<file path="src/rtl/iqa_pkg.sv">
package iqa_pkg;

  typedef enum logic [1:0] {
    BUS_FULL    = 2'b00,
    BUS_HALF    = 2'b01,
    BUS_QUARTER = 2'b10,
    BUS_ALTFULL = 2'b11
  } bus_mode_e;

  // number of transfers that make up one word in a given mode
  function automatic logic [2:0] transfers_per_word(bus_mode_e m);
    case (m)
      BUS_HALF:    return 3'd2;
      BUS_QUARTER: return 3'd4;
      default:     return 3'd1;
    endcase
  endfunction

endpackage

</file>
<file path="src/rtl/iqa_mode_reg.sv">
module iqa_mode_reg
  import iqa_pkg::*;
(
  input  logic      clk,
  input  logic      rst,
  input  logic      tx_en,
  input  logic [1:0] cfg_mode,
  output bus_mode_e mode_q
);

  // configuration is only taken while the valve is closed
  always_ff @(posedge clk) begin
    if (rst)
      mode_q <= BUS_FULL;
    else if (!tx_en)
      mode_q <= bus_mode_e'(cfg_mode);
  end

endmodule

</file>
<file path="src/rtl/iqa_frag_gather.sv">
module iqa_frag_gather
  import iqa_pkg::*;
#(
  parameter int WORD_W = 12
) (
  input  logic              clk,
  input  logic              rst,
  input  logic              tx_en,
  input  bus_mode_e         mode,
  input  logic [WORD_W-1:0] din,
  output logic [WORD_W-1:0] word,
  output logic              word_done
);

  localparam int HALF_W = WORD_W / 2;
  localparam int QTR_W  = WORD_W / 4;
  localparam int ACC_W  = WORD_W - QTR_W;

  logic [1:0]       cnt;
  logic [ACC_W-1:0] acc;
  logic             last;
  logic [WORD_W-1:0] word_next;

  always_comb begin
    case (mode)
      BUS_HALF: begin
        last      = (cnt == 2'd1);
        word_next = {acc[HALF_W-1:0], din[HALF_W-1:0]};
      end
      BUS_QUARTER: begin
        last      = (cnt == 2'd3);
        word_next = {acc, din[QTR_W-1:0]};
      end
      default: begin
        last      = 1'b1;
        word_next = din;
      end
    endcase
  end

  assign word      = word_next;
  assign word_done = tx_en & last;

  always_ff @(posedge clk) begin
    if (rst || !tx_en) begin
      cnt <= '0;
      acc <= '0;
    end else if (last) begin
      cnt <= '0;
      acc <= '0;
    end else begin
      cnt <= cnt + 2'd1;
      acc <= word_next[ACC_W-1:0];
    end
  end

endmodule

</file>
<file path="src/rtl/iqa_pair_demux.sv">
module iqa_pair_demux #(
  parameter int WORD_W = 12
) (
  input  logic              clk,
  input  logic              rst,
  input  logic              tx_en,
  input  logic [WORD_W-1:0] word,
  input  logic              word_done,
  output logic [WORD_W-1:0] i_out,
  output logic [WORD_W-1:0] q_out,
  output logic              pair_valid
);

  logic              q_next;
  logic [WORD_W-1:0] i_hold;

  always_ff @(posedge clk) begin
    if (rst) begin
      q_next     <= 1'b0;
      i_hold     <= '0;
      i_out      <= '0;
      q_out      <= '0;
      pair_valid <= 1'b0;
    end else begin
      pair_valid <= 1'b0;
      if (!tx_en) begin
        q_next <= 1'b0;
      end else if (word_done) begin
        if (!q_next) begin
          i_hold <= word;
          q_next <= 1'b1;
        end else begin
          i_out      <= i_hold;
          q_out      <= word;
          pair_valid <= 1'b1;
          q_next     <= 1'b0;
        end
      end
    end
  end

endmodule

</file>
<file path="src/rtl/iq_word_assembler.sv">
module iq_word_assembler
  import iqa_pkg::*;
#(
  parameter int WORD_W = 12
) (
  input  logic              clk,
  input  logic              rst,
  input  logic              tx_en,
  input  logic [1:0]        bus_mode,
  input  logic [WORD_W-1:0] din,
  output logic [WORD_W-1:0] i_out,
  output logic [WORD_W-1:0] q_out,
  output logic              pair_valid
);

  bus_mode_e         mode_q;
  logic [WORD_W-1:0] word;
  logic              word_done;

  iqa_mode_reg u_mode (
    .clk      (clk),
    .rst      (rst),
    .tx_en    (tx_en),
    .cfg_mode (bus_mode),
    .mode_q   (mode_q)
  );

  iqa_frag_gather #(.WORD_W(WORD_W)) u_gather (
    .clk       (clk),
    .rst       (rst),
    .tx_en     (tx_en),
    .mode      (mode_q),
    .din       (din),
    .word      (word),
    .word_done (word_done)
  );

  iqa_pair_demux #(.WORD_W(WORD_W)) u_pair (
    .clk        (clk),
    .rst        (rst),
    .tx_en      (tx_en),
    .word       (word),
    .word_done  (word_done),
    .i_out      (i_out),
    .q_out      (q_out),
    .pair_valid (pair_valid)
  );

endmodule

</file>
<file path="config.mk">
export PLATFORM = sky130hd
export DESIGN_NAME = iq_word_assembler
export DESIGN_NICKNAME = d
export VERILOG_FILES = /design/src/rtl/iqa_pkg.sv /design/src/rtl/iqa_mode_reg.sv /design/src/rtl/iqa_frag_gather.sv /design/src/rtl/iqa_pair_demux.sv /design/src/rtl/iq_word_assembler.sv
export SDC_FILE = /design/constraint.sdc
export NUM_CORES = 1
export LEC_CHECK = 0
export ABC_CLOCK_PERIOD_IN_PS = 3000
export BUFFER_PORTS_ARGS = -buffer_cell sky130_fd_sc_hd__buf_2
export CORE_MARGIN = 2
export CORE_UTILIZATION = 39
export CTS_BUF_LIST = sky130_fd_sc_hd__clkbuf_2
export DETAILED_ROUTE_END_ITERATION = 12
export GPL_TIMING_DRIVEN = 0
export HOLD_SLACK_MARGIN = 0.02
export PLACE_DENSITY = 0.72
export SLEW_MARGIN = 20
export SYNTH_ARGS = -nofsm -noshare
export SYNTH_HDL_FRONTEND = slang
export SYNTH_HIERARCHICAL = 1
export SYNTH_SLANG_ARGS = --single-unit
</file>
<file path="constraint.sdc">
create_clock -name clk -period 3 [get_ports clk]
set_input_delay 0.15 -clock clk [delete_from_list [all_inputs] [get_ports clk]]
set_output_delay 0.15 -clock clk [all_outputs]
set_load 0.01 [all_outputs]
</file>
# Word-level counts from Yosys, hierarchy flattened
# Cells that the tools add are included.
[word_totals]
regBits = 51
input_bits = 17
out_inout_bits = 25
elab_cells = 28
[op_classes]
n_addsub = 1
eq_ne = 4
muxes = 4
n_bitwise = 4
n_reduce_logical = 7
[op_table]
columns = ["operator", "count"]
rows = [
  ["$pmux 12 s2", 1],
  ["$reduce_and 3->1", 2],
  ["$eq 2x1->1 const B", 2],
  ["$eq 2x2->1 const B", 2],
  ["$reduce_or 2->1", 2],
  ["$not 1->1", 3],
  ["$reduce_or 3->1", 1],
  ["$add 2x1->2 const B", 1],
  ["$mux 1", 2],
  ["$pmux 1 s2", 1],
  ["$and 1x1->1", 1],
  ["$logic_not 1->1", 1],
  ["$logic_or 1x1->1", 1],
]

# Logic depth before layout (Yosys ltp)
# Gate-level depths: netlist (run 1).
[logic_depth]
depth_word = 5
mapped_depth = 10
mapped_depth_nobuf = 7

# By module
# Netlist (run 1), hierarchy kept.
[by_module_without_submodules]
columns = ["mod", "n_inst", "cells_per_inst", "area_each_um2", "seq_area_each_um2"]
rows = [
  ["iqa_pair_demux", 1, 139, 1540.2, 760.7],
  ["iqa_frag_gather", 1, 64, 578.1, 220.2],
  ["iqa_mode_reg", 1, 6, 67.6, 40.0],
]

# Worst setup path after synthesis (run 1)
# Ideal clock, no wire load.
[synth_timing]
path_kind = "register to register"
start = "reg u_mode.mode_q[0]"
end = "reg u_pair.i_out[0]"
setup_ns = 0.072
t_arrival_ns = 1.877
required_time_ns = 2.928
path_slack_ns = 1.052
path_stages_with_launch = 10
path_buffers = 3
period_less_slack_ns = 1.948
path_cell_list = "dfxtp_1 > inv_1 > ha_1 > buf_1 > a21oi_1 > nor2_1 > and3_1 > buf_6 > buf_12 > mux2i_1"
[synth_between]
elab_chain_len = 4
word_cells_on_any_way = 5
cone_classes = "eq/ne (2); mux (1); bitwise (1); reduce/logical (1)"
[synth_rtl]
columns = ["element", "line", "source"]
rows = [
  ["from (decl)", "iqa_mode_reg.sv:8", "output bus_mode_e mode_q"],
  ["from (signal assigned)", "iqa_mode_reg.sv:16", "mode_q <= bus_mode_e'(cfg_mode);"],
  ["$eq 2x2->1 / $eq 2x1->1 (equally long branches)", "iqa_frag_gather.sv:25", "case (mode)"],
  ["$pmux 1 s2 (*)", "iqa_frag_gather.sv:25", ""],
  ["$and 1x1->1 (*)", "iqa_frag_gather.sv:42", "assign word_done = tx_en & last;"],
  ["named net word_done", "iq_word_assembler.sv:18", "logic word_done;"],
  ["$reduce_and 3->1 (no line) (*)", "-", ""],
  ["to (signal assigned)", "iqa_pair_demux.sv:33", "i_out <= i_hold;"],
  ["to (decl)", "iqa_pair_demux.sv:9", "output logic [WORD_W-1:0] i_out,"],
]
# Mark *: on every way through the listed nets, which the timed path passes. The rest lies on a longest branch.
# A chain may end at the register's enable or synchronous reset.

# Worst setup path in the final report (run 1)
[layout_timing]
start = "reg u_mode.mode_q[0]"
end = "reg u_pair.i_out[10]"
# Same word-level chain as after synthesis.

==> results by group, run 1 <==
Cells and area
  – Area of the multi-input gates: around 1000 µm²
  – FF/Latch Area: ~1000 µm²
  – Antenna cells: 0
  – Post-Layout Cell Count: around 340
  – NumNets Final: 284
  – Post-route cell area: around 2600 µm²
  – Share of cells above drive strength 1: about a quarter
  – Filler cells: between 500 and 600
  – Area growth syn-to-layout: 20.1%
  – Core Util, Final: about 48%

Setup path
  – WP buf/inv: 4
  – Cell family with most CP delay: buffers and inverters
  – Crit. Startpoint: u_mode/mode_q[0]
  – Cells along the critical path: inv_1, ha_1, buf_1, a21oi_1, nor2_1, and3_1, buf_6, buf_12, mux2i_1
  – CP max stage cell: dfxtp_1
  – Kind of start point of the critical path: flip-flop
  – Critical path endpoint category: flip-flop
  – Arr. time, crit path: between 2 and 3 ns
  – WS Path Type: flip-flop to flip-flop
  – Worst-path maximum fanout: 10
  – Critical R2R Launch: u_mode/mode_q[0]
  – Max stage delay on crit path: approximately 0.42 ns
  – Critical Path RT: approximately 3.4 ns

Timing
  – Clock Skew: approximately 0.013 ns
  – Final setup viols: 0
  – Worst-Margin Slew: between 0.4 and 0.5 ns
  – Achievable frequency: approximately 430 MHz
  – Fin. max-slew vios: 0
  – RSZ-0062 raised after global routing: false
  – Min cycle time layout: ~2.3 ns
  – Tcrit/Tclk final: between 70% and 80%
  – Headroom to the max-slew limit: 67.7%
  – Setup TNS: 0 ns
  – Hold Vio Cnt, Final: 0

Flow run
  – Max Cap Viol: 0

Power
  – Total Power: between 0.001 and 0.0015 W
  – Peak supply drop: ~0.19 mV
  – Leak: between 1 and 1.5 nW
  – Cell Pwr Density: roughly 450 nW/µm²

CTS
  – Clock Latency Late Sink: about 0.43 ns
  – PostCTS Resize Cnt: 0
  – Total CTS buffers: 5
  – Clock sink count: just over 50
  – CTS tree: built
  – Clk pin slew, worst setup/hold paths: approximately 0.24 ns
  – Root Buffer: clkbuf_2
  – Post-CTS setup buffer count: 0
  – Clock Tree Buf Depth: 2
  – H-tree depth: 2

Place
  – Placed cell area: 2480 µm²
  – PortBufs: 41
  – RD Place Congestion: between 0.7 and 0.8
  – DP Cell Count: approximately 320
  – Post-DP HPWL: slightly above 3 mm

Floorplanning
  – Core area: ~5500 µm²
  – Chip Height: approximately 79 µm
  – Die ar.: between 6000 and 7000 µm²
  – Die W: roughly 79 µm
  – Starting Density: 39.9%
  – Std-Cell Rows: 27
  – IO Count: 42

Logic synthesis
  – Most instantiated cells after synthesis: dfxtp_1, nand2b_1, mux2i_1
  – Top cell type's share of synthesized area: between 40% and 50%
  – Main area contributors after synthesis: dfxtp_1, mux2i_1, nand2b_1, a22oi_1, nor2_1
  – Register bit total from synthesis: 51
  – Ys Warns: 6
  – Syn nets: 228
  – Post-synthesis cell count: about 210
  – Seq/Total Area, Yosys: 46.7%
  – Library cells used by synthesis: 29
  – Async S/R FF share, synth: 0%
  – Synth Cell Area: between 2000 and 2500 µm²
  – Top-count cell post-synth: dfxtp_1
  – Avg Inst Size Synth: about 10 µm²
  – Top cell type by total area after synthesis: dfxtp_1
  – Post-synth EDFFs: 0
  – Dominant synthesized flop cell: dfxtp_1

Global route
  – Initial antenna violation count: 0
  – Global route overflow: 0
  – Vias in the first global route: roughly 1500
  – All-Layer GR Usage: 15.1%
  – Global-route wire length before repair: between 7 and 8 mm
  – Largest net degree at the start of global routing: 16

Route
  – TritonRoute pass-1 iters: 4
  – DR vias/cell: around 4.7
  – Remaining DRCs: 0
  – Iter 0 DRT Violations: between 50 and 60
  – Final ANT Viol Nets: 0
  – Overall routed net length: about 4.3 mm
  – Via count: 1574
  – Wire length per cell: 12.8 µm

Hold path
  – HP Start: din[3]
  – Worst Hold Class: primary input to flip-flop

Outcome
  – Outcome: complete, no violations
[worst register-to-register path: stages (launching register included)]
cell and delay (ns):
dfxtp_1 0.42, inv_1 0.05, ha_1 0.33, buf_1 0.39, a21oi_1 0.08, nor2_1 0.29, and3_1 0.24, buf_6 0.14
buf_12 0.15, mux2i_1 0.20
[through the flow]
step           hold slack (ns)  worst slack [ns]
2_1_floorplan            0.222              1.05
3_3_place_gp             0.383             0.762
3_5_place_dp             0.389             0.703
4_1_cts                 0.0503             0.628
5_1_grt                 0.0767             0.385
6_report                0.0711             0.660
[cell usage in the layout, fill, tap and decap left out]
| cell | count |
|---|---|
| dfxtp_1 | 51 |
| nand2b_1 | 48 |
| buf_2 | 42 |
| mux2i_1 | 41 |
| nor2_1 | 11 |
| inv_1 | 9 |
| dlygate4sd3_1 | 8 |
| a22oi_1 | 6 |
| clkbuf_2 | 5 |
| buf_4 | 5 |
| clkbuf_1 | 5 |
| buf_6 | 3 |
| a22o_1 | 3 |
| nand2_1 | 3 |
| o21ai_0 | 3 |
| xnor2_1 | 3 |
| nor2b_4 | 2 |
| ha_1 | 2 |
| bufinv_16 | 1 |
| clkinv_2 | 1 |
| clkinv_1 | 1 |
| nor2b_1 | 1 |
| or2_2 | 1 |
| buf_1 | 1 |
| a21oi_1 | 1 |
| a2111o_1 | 1 |
| nor2_4 | 1 |
| and2b_1 | 1 |
| and3_1 | 1 |
| buf_12 | 1 |
| and3b_2 | 1 |
| nand3b_1 | 1 |
| nand3_1 | 1 |
| nor3b_1 | 1 |
[logic make-up after synthesis]
group	Yosys count	share of synthesized area [%]
simple gates	73	20.5
flops	51	46.7
mux	41	18.8
buf+inv	25	6.98
compound gates	14	4.69
xor+xnor	3	1.20
fa+ha+maj	2	1.14
[sequential cells by signal (all words and copies together), names as in the netlist]
| register | flops |
|---|---|
| u_pair/i_hold | 12 |
| u_pair/i_out | 12 |
| u_pair/q_out | 12 |
| u_gather/acc | 9 |
| u_gather/cnt | 2 |
| u_mode/mode_q | 2 |
| u_pair/pair_valid | 1 |
| u_pair/q_next | 1 |
[report_power, final]
group / switching, W / total, W / internal [W]
clock: 0.000213 / 0.000350 / 0.000137
combinational: 0.0000677 / 0.000137 / 0.0000698
sequential: 0.00000715 / 0.000702 / 0.000695
[area by class of cell]
type                       instances  share of cell area [%]
buffer                            16                    4.53
multi-input combinational        133                    38.6
sequential                        51                    38.9
timing repair buffer              49                    10.9
clock buffer                       5                   0.953
inverter                           9                    1.29
tap                               72                    3.43
clock inverter                     3                    1.48
[per-layer routing]
metal / up-vias / wire [µm] / global-route usage, %
met2: 34 / 1980 / 25.2
met5: - / 0 / 0
met4: 0 / 67 / 4.66
met1: 735 / 2060 / 19.4
li1: 800 / - / -
met3: 5 / 218 / 3.64
[path summary, 6_finish.rpt]
| kind | cells after the start | slack (ns) | to |
|---|---|---|---|
| worst max register to register | 9 | 0.66 | u_pair/i_out[10] |
| worst min-delay path | 3 | 0.07 | u_gather/acc[3] |
| worst max-delay path | 9 | 0.66 | u_pair/i_out[10] |
| worst min register to register | 2 | 0.49 | u_pair/i_out[2] |
[repair_timing]
action / 4_1_cts / 5_1_grt
hold endpoints to repair: 6 / 0
setup endpoints to repair: 0 / 0
hold buffers: 8 / 0
Power figures use the tool's default switching activity.
==> run 2, diff against run 1 <==
ABC_CLOCK_PERIOD_IN_PS = 2310   (was 3000)
clock period = 2.31 ns   (was 3 ns; I/O delays follow)
==> results by group, run 2 (synthesis gave the netlist of run 1 again) <==
Power
  – Peak supply drop: 0.253 mV
  – Sw frac: 24.1%
  – Comb power frac: between 10% and 20%
  – Cell Pwr Density: 586 nW/µm²
  – Sw power: 0.000373 W
  – Total Power: between 0.0015 and 0.002 W
  – Flop pwr share: 59.0%
  – Pint: around 0.0012 W
  – Clock share of power: 29.3%
  – Leak: between 1 and 1.5 nW

Route
  – TritonRoute pass-1 iters: 4
  – Iter 0 DRT Violations: between 40 and 50
  – Overall routed net length: around 4.3 mm
  – Final ANT Viol Nets: 0
  – DR vias/cell: between 4 and 5
  – Remaining DRCs: 0
  – Via count: around 1600
  – Wire length per cell: 12.7 µm

Timing
  – Worst-Margin Slew: approximately 0.48 ns
  – Final setup viols: 0
  – Tcrit/Tclk final: between 80% and 90%
  – Clock Skew: 0.0133 ns
  – Achievable frequency: just under 500 MHz
  – RSZ-0062 raised after global routing: false
  – Headroom to the max-slew limit: 68.0%
  – Hold Vio Cnt, Final: 0
  – Fin. max-slew vios: 0
  – Worst hold slack: ~0.05 ns
  – Min cycle time layout: 2.03 ns
  – Setup TNS: 0 ns

CTS
  – H-tree depth: 2
  – Clock Latency Late Sink: 0.43 ns
  – Clk pin slew, worst setup/hold paths: roughly 0.25 ns
  – CTS tree: built
  – Total CTS buffers: 5
  – Clock sink count: between 50 and 60
  – Clock Tree Buf Depth: 2
  – Root Buffer: clkbuf_2

Setup path
  – Max stage delay on crit path: around 0.42 ns
  – WS Path Type: flip-flop to flip-flop
  – Flop2flop setup slack: 0.28 ns
  – Arr. time, crit path: approximately 2.4 ns
  – Critical path endpoint category: flip-flop
  – CP max stage cell: dfxtp_1
  – Cell count of the worst reg-to-reg path: 10
  – Critical Path RT: ~2.7 ns
  – Crit. Startpoint: u_mode/mode_q[0]
  – Cell mode on critical path: buf_6
  – Critical R2R Launch: u_mode/mode_q[0]
  – Kind of start point of the critical path: flip-flop
  – Cells along the critical path: inv_1, ha_2, buf_6, xnor2_1, a21oi_1, nor2_2, and3_1, buf_6, buf_12, mux2i_1
  – Reg2reg end: u_pair/i_out[10]
  – Critical Path Sink: u_pair/i_out[10]
  – Worst-path maximum fanout: 10

Floorplanning
  – Die ar.: just over 6000 µm²
  – Core area: approximately 5500 µm²
  – Die W: roughly 80 µm
  – Chip Height: 78.9 µm
  – Starting Density: roughly two fifths
  – Std-Cell Rows: 27
  – IO Count: between 40 and 50

Global route
  – Initial antenna violation count: 0
  – Vias in the first global route: roughly 1500
  – All-Layer GR Usage: between 10% and 20%
  – Global-route wire length before repair: slightly above 7 mm
  – Global route overflow: 0
  – Largest net degree at the start of global routing: 16

Cells and area
  – Top Registers: u_pair/i_hold: 12 flops, u_pair/i_out: 12 flops, u_pair/q_out: 12 flops
  – Area of the multi-input gates: a little over 1000 µm²
  – Filler cells: 536
  – Commonest non-fill, non-tap cells in the layout: dfxtp_1, nand2b_1, buf_2
  – Antenna cells: 0
  – Share of cells above drive strength 1: between 20% and 30%
  – FF/Latch Area: between 1000 and 1500 µm²
  – NumNets Final: 284
  – Commonest non-fill, non-tap cell in the layout: dfxtp_1
  – Area growth syn-to-layout: 20.6%
  – Core Util, Final: about 48%

Hold path
  – Worst Hold Class: primary input to flip-flop

Place
  – PortBufs: 41
  – Post-DP HPWL: 3.11 mm
  – RD Place Congestion: approximately 0.76

Flow run
  – Max Cap Viol: 0

Outcome
  – Outcome: complete, no violations
## run 2: cell types whose count changed in the layout (fill, tap and decap cells not counted)
cell | previous run | this run
buf_1 | 1 | 0
dlygate4sd3_1 | 8 | 9
ha_1 | 2 | 1
ha_2 | 0 | 1
nor2_1 | 11 | 10
nor2_2 | 0 | 1
## run 2: critical path: cells and delay by family (launching register included)
family | cells | cell delay, ns
muxes | 1 | 0.20
AOI/OAI and AO/OA | 1 | 0.11
buffers and inverters | 4 | 0.48
xor gates and xnor gates | 1 | 0.20
and+or+nand+nor | 2 | 0.40
adders and majority gates | 1 | 0.18
DFF | 1 | 0.42
## run 2: power groups by stage
| stage | clock network, W | registers (W) | logic (W) |
|---|---|---|---|
| floorplan | 0 | 0.000928 | 0.000119 |
| global placement | 0 | 0.000928 | 0.000166 |
| detailed placement | 0 | 0.000928 | 0.000169 |
| CTS | 0.000462 | 0.000912 | 0.000180 |
| global route | 0.000497 | 0.000916 | 0.000200 |
| finish | 0.000454 | 0.000912 | 0.000180 |
## run 2: worst min-delay path by stage
stage | start | endpoint | slack [ns] | cells after the start
3_3_place_gp | bus_mode[0] | u_mode/mode_q[0] | 0.35 | 3
5_1_grt | din[5] | u_gather/acc[5] | 0.06 | 3
4_1_cts | din[5] | u_gather/acc[5] | 0.03 | 3
6_report | din[5] | u_gather/acc[5] | 0.05 | 3
3_5_place_dp | bus_mode[1] | u_mode/mode_q[1] | 0.35 | 3
2_1_floorplan | rst | u_mode/mode_q[0] | 0.19 | 1
## run 2: layout make-up
class / instances / share of cell area (%)
inverter: 9 / 1.28
buffer: 15 / 4.37
clock inverter: 3 / 1.47
sequential: 51 / 38.7
multi-input combinational: 133 / 38.6
clock buffer: 5 / 0.949
tap: 72 / 3.42
timing repair buffer: 50 / 11.2
## run 2: metal layers
metal | track usage [%] | part of all wire, %
met4 | 4.66 | 1.5
met1 | 19.4 | 48
met2 | 25.4 | 46
met3 | 3.52 | 4.7
met5 | 0 | 0
## run 2: metrics by stage
stage          worst slack, ns  instance area [µm²]  instances
6_report                 0.275                 2640        338
5_1_grt                 0.0989                 2640        338
4_1_cts                  0.130                 2630        338
3_5_place_dp            0.0132                 2480        322
3_3_place_gp            0.0724                 2480        322
2_1_floorplan            0.362                 2190        209
## run 2: timing repair
action,4_1_cts,5_1_grt
endpoints found under the hold margin,7,0
hold buffers,9,0
gates resized for setup,0,2
pin swaps,0,0
buffers inserted,0,0
endpoints found under the setup margin,10,10
==> run 3, diff against run 2 <==
CORE_ASPECT_RATIO = 1.25   (was default)
CORE_MARGIN = default   (was 2)
==> results by group, run 3 (synthesis gave the netlist of run 1 again) <==
Power
  – Peak supply drop: between 0.2 and 0.25 mV
  – Cell Pwr Density: approximately 540 nW/µm²
  – Total Power: ~0.0014 W
  – Leak: ~1.2 nW

Setup path
  – Critical R2R Launch: u_mode/mode_q[0]
  – Critical path endpoint category: flip-flop
  – WS Path Type: flip-flop to flip-flop
  – Critical Path RT: ~2.7 ns
  – Worst-path maximum fanout: 10
  – Kind of start point of the critical path: flip-flop
  – Arr. time, crit path: roughly 2.4 ns
  – Crit. Startpoint: u_mode/mode_q[0]

CTS
  – Total CTS buffers: 5
  – CTS tree: built
  – Root Buffer: clkbuf_2
  – Clock Tree Buf Depth: 2
  – Post-CTS setup buffer count: 0
  – Clk pin slew, worst setup/hold paths: about 0.24 ns
  – Clock Latency Late Sink: a little over 0.4 ns
  – Clock sink count: 51
  – H-tree depth: 2

Floorplanning
  – Core area: about 5400 µm²
  – IO Count: 42
  – Die ar.: just under 6000 µm²
  – Die W: around 69 µm
  – Starting Density: approximately two fifths
  – Std-Cell Rows: 30
  – Chip Height: 85.7 µm

Timing
  – Final setup viols: 0
  – Tcrit/Tclk final: around 89%
  – Min cycle time layout: approximately 2.1 ns
  – Achievable frequency: between 400 and 500 MHz
  – Headroom to the max-slew limit: between 70% and 80%
  – RSZ-0062 raised after global routing: false
  – Fin. max-slew vios: 0
  – Worst-Margin Slew: about 0.43 ns
  – Clock Skew: around 0.024 ns
  – Hold Vio Cnt, Final: 0

Cells and area
  – Area growth syn-to-layout: 19.1%
  – Commonest non-fill, non-tap cell in the layout: dfxtp_1
  – Commonest non-fill, non-tap cells in the layout: dfxtp_1, nand2b_1, buf_2
  – Core Util, Final: around half
  – NumNets Final: around 290
  – Share of cells above drive strength 1: 24.2%
  – Antenna cells: 0
  – Filler cells: about 560
  – Top Registers: u_pair/i_hold: 12 flops, u_pair/i_out: 12 flops, u_pair/q_out: 12 flops

Place
  – Post-DP HPWL: 3.18 mm
  – RD Place Congestion: 0.761
  – PortBufs: between 40 and 50

Global route
  – Global route overflow: 0
  – Global-route wire length before repair: roughly 7 mm
  – Initial antenna violation count: 0
  – All-Layer GR Usage: roughly 16%
  – Largest net degree at the start of global routing: 14
  – Vias in the first global route: ~1500

Route
  – TritonRoute pass-1 iters: 4
  – Iter 0 DRT Violations: between 50 and 60
  – Final ANT Viol Nets: 0
  – Overall routed net length: 4.26 mm
  – Wire length per cell: roughly 13 µm
  – Via count: approximately 1500
  – DR vias/cell: between 4 and 5
  – Remaining DRCs: 0

Hold path
  – Worst Hold Class: primary input to flip-flop
  – HP Start: din[3]

Flow run
  – Max Cap Viol: 0

Outcome
  – Outcome: complete, no violations
-- run 3: cell types whose count changed in the layout (fill, tap and decap cells not counted), sizes merged --
| cell | before | now |
|---|---|---|
| bufinv | 1 | 0 |
| clkbuf | 10 | 11 |
| clkinv | 2 | 0 |
| dlygate4sd3 | 9 | 10 |
-- run 3: worst max-delay path, stage by stage (launching register included) --
cell and delay, ns:
dfxtp_1 0.43, inv_1 0.07, ha_2 0.19, buf_6 0.13, xnor2_1 0.19, a21oi_1 0.10
nor2_2 0.19, and3_1 0.20, buf_6 0.14, buf_12 0.15, mux2i_1 0.19
-- run 3: timing repair --
| action | 4_1_cts | 5_1_grt |
|---|---|---|
| pin swaps | 0 | 0 |
| cloned | 0 | 0 |
| endpoints found under the hold margin | 6 | 0 |
| setup endpoints to repair | 10 | 12 |
| hold buffers | 10 | 0 |
| resized for setup | 0 | 2 |
-- run 3: power by group --
part           switching (W)  internal, W
registers         0.00000911     0.000902
logic              0.0000881    0.0000951
clock network       0.000254    0.0000683
total               0.000352      0.00107
-- run 3: final timing paths --
| path | end | cells past startpoint | slack (ns) |
|---|---|---|---|
| max | u_pair/q_out[7] | 10 | 0.26 |
| min | u_gather/acc[3] | 3 | 0.06 |
| max reg2reg | u_pair/q_out[7] | 10 | 0.26 |
| min reg2reg | u_pair/i_out[9] | 2 | 0.49 |
-- run 3: metal layers --
metal	vias up	GRT usage, %	part of all wire [%]	routed length (µm)
met5	-	0	0	0
met4	0	5.01	1.5	63
met3	6	3.59	3.4	145
met2	28	26.5	49	2090
met1	694	21.0	46	1960
li1	798	-	-	-
-- run 3: through the flow --
stage	TNS, ns	instance area [µm²]	worst slack (ns)	hold WS (ns)	cells
after floorplan	0	2190	0.362	0.188	209
after global placement	0	2470	0.0527	0.347	314
after detailed placement	-0.00186	2470	-0.00186	0.352	314
after CTS	0	2600	0.119	0.0236	329
after global routing	0	2600	0.0606	0.0338	329
final	0	2600	0.256	0.0555	329
-- run 3: area by class of cell --
type	instances	area (µm²)	share of cell area, %
sequential	51	1020	39.2
multi-input combinational	133	1020	39.1
timing repair buffer	51	305	11.7
buffer	15	115	4.42
tap	64	80.1	3.08
inverter	9	33.8	1.30
clock buffer	6	30.0	1.15
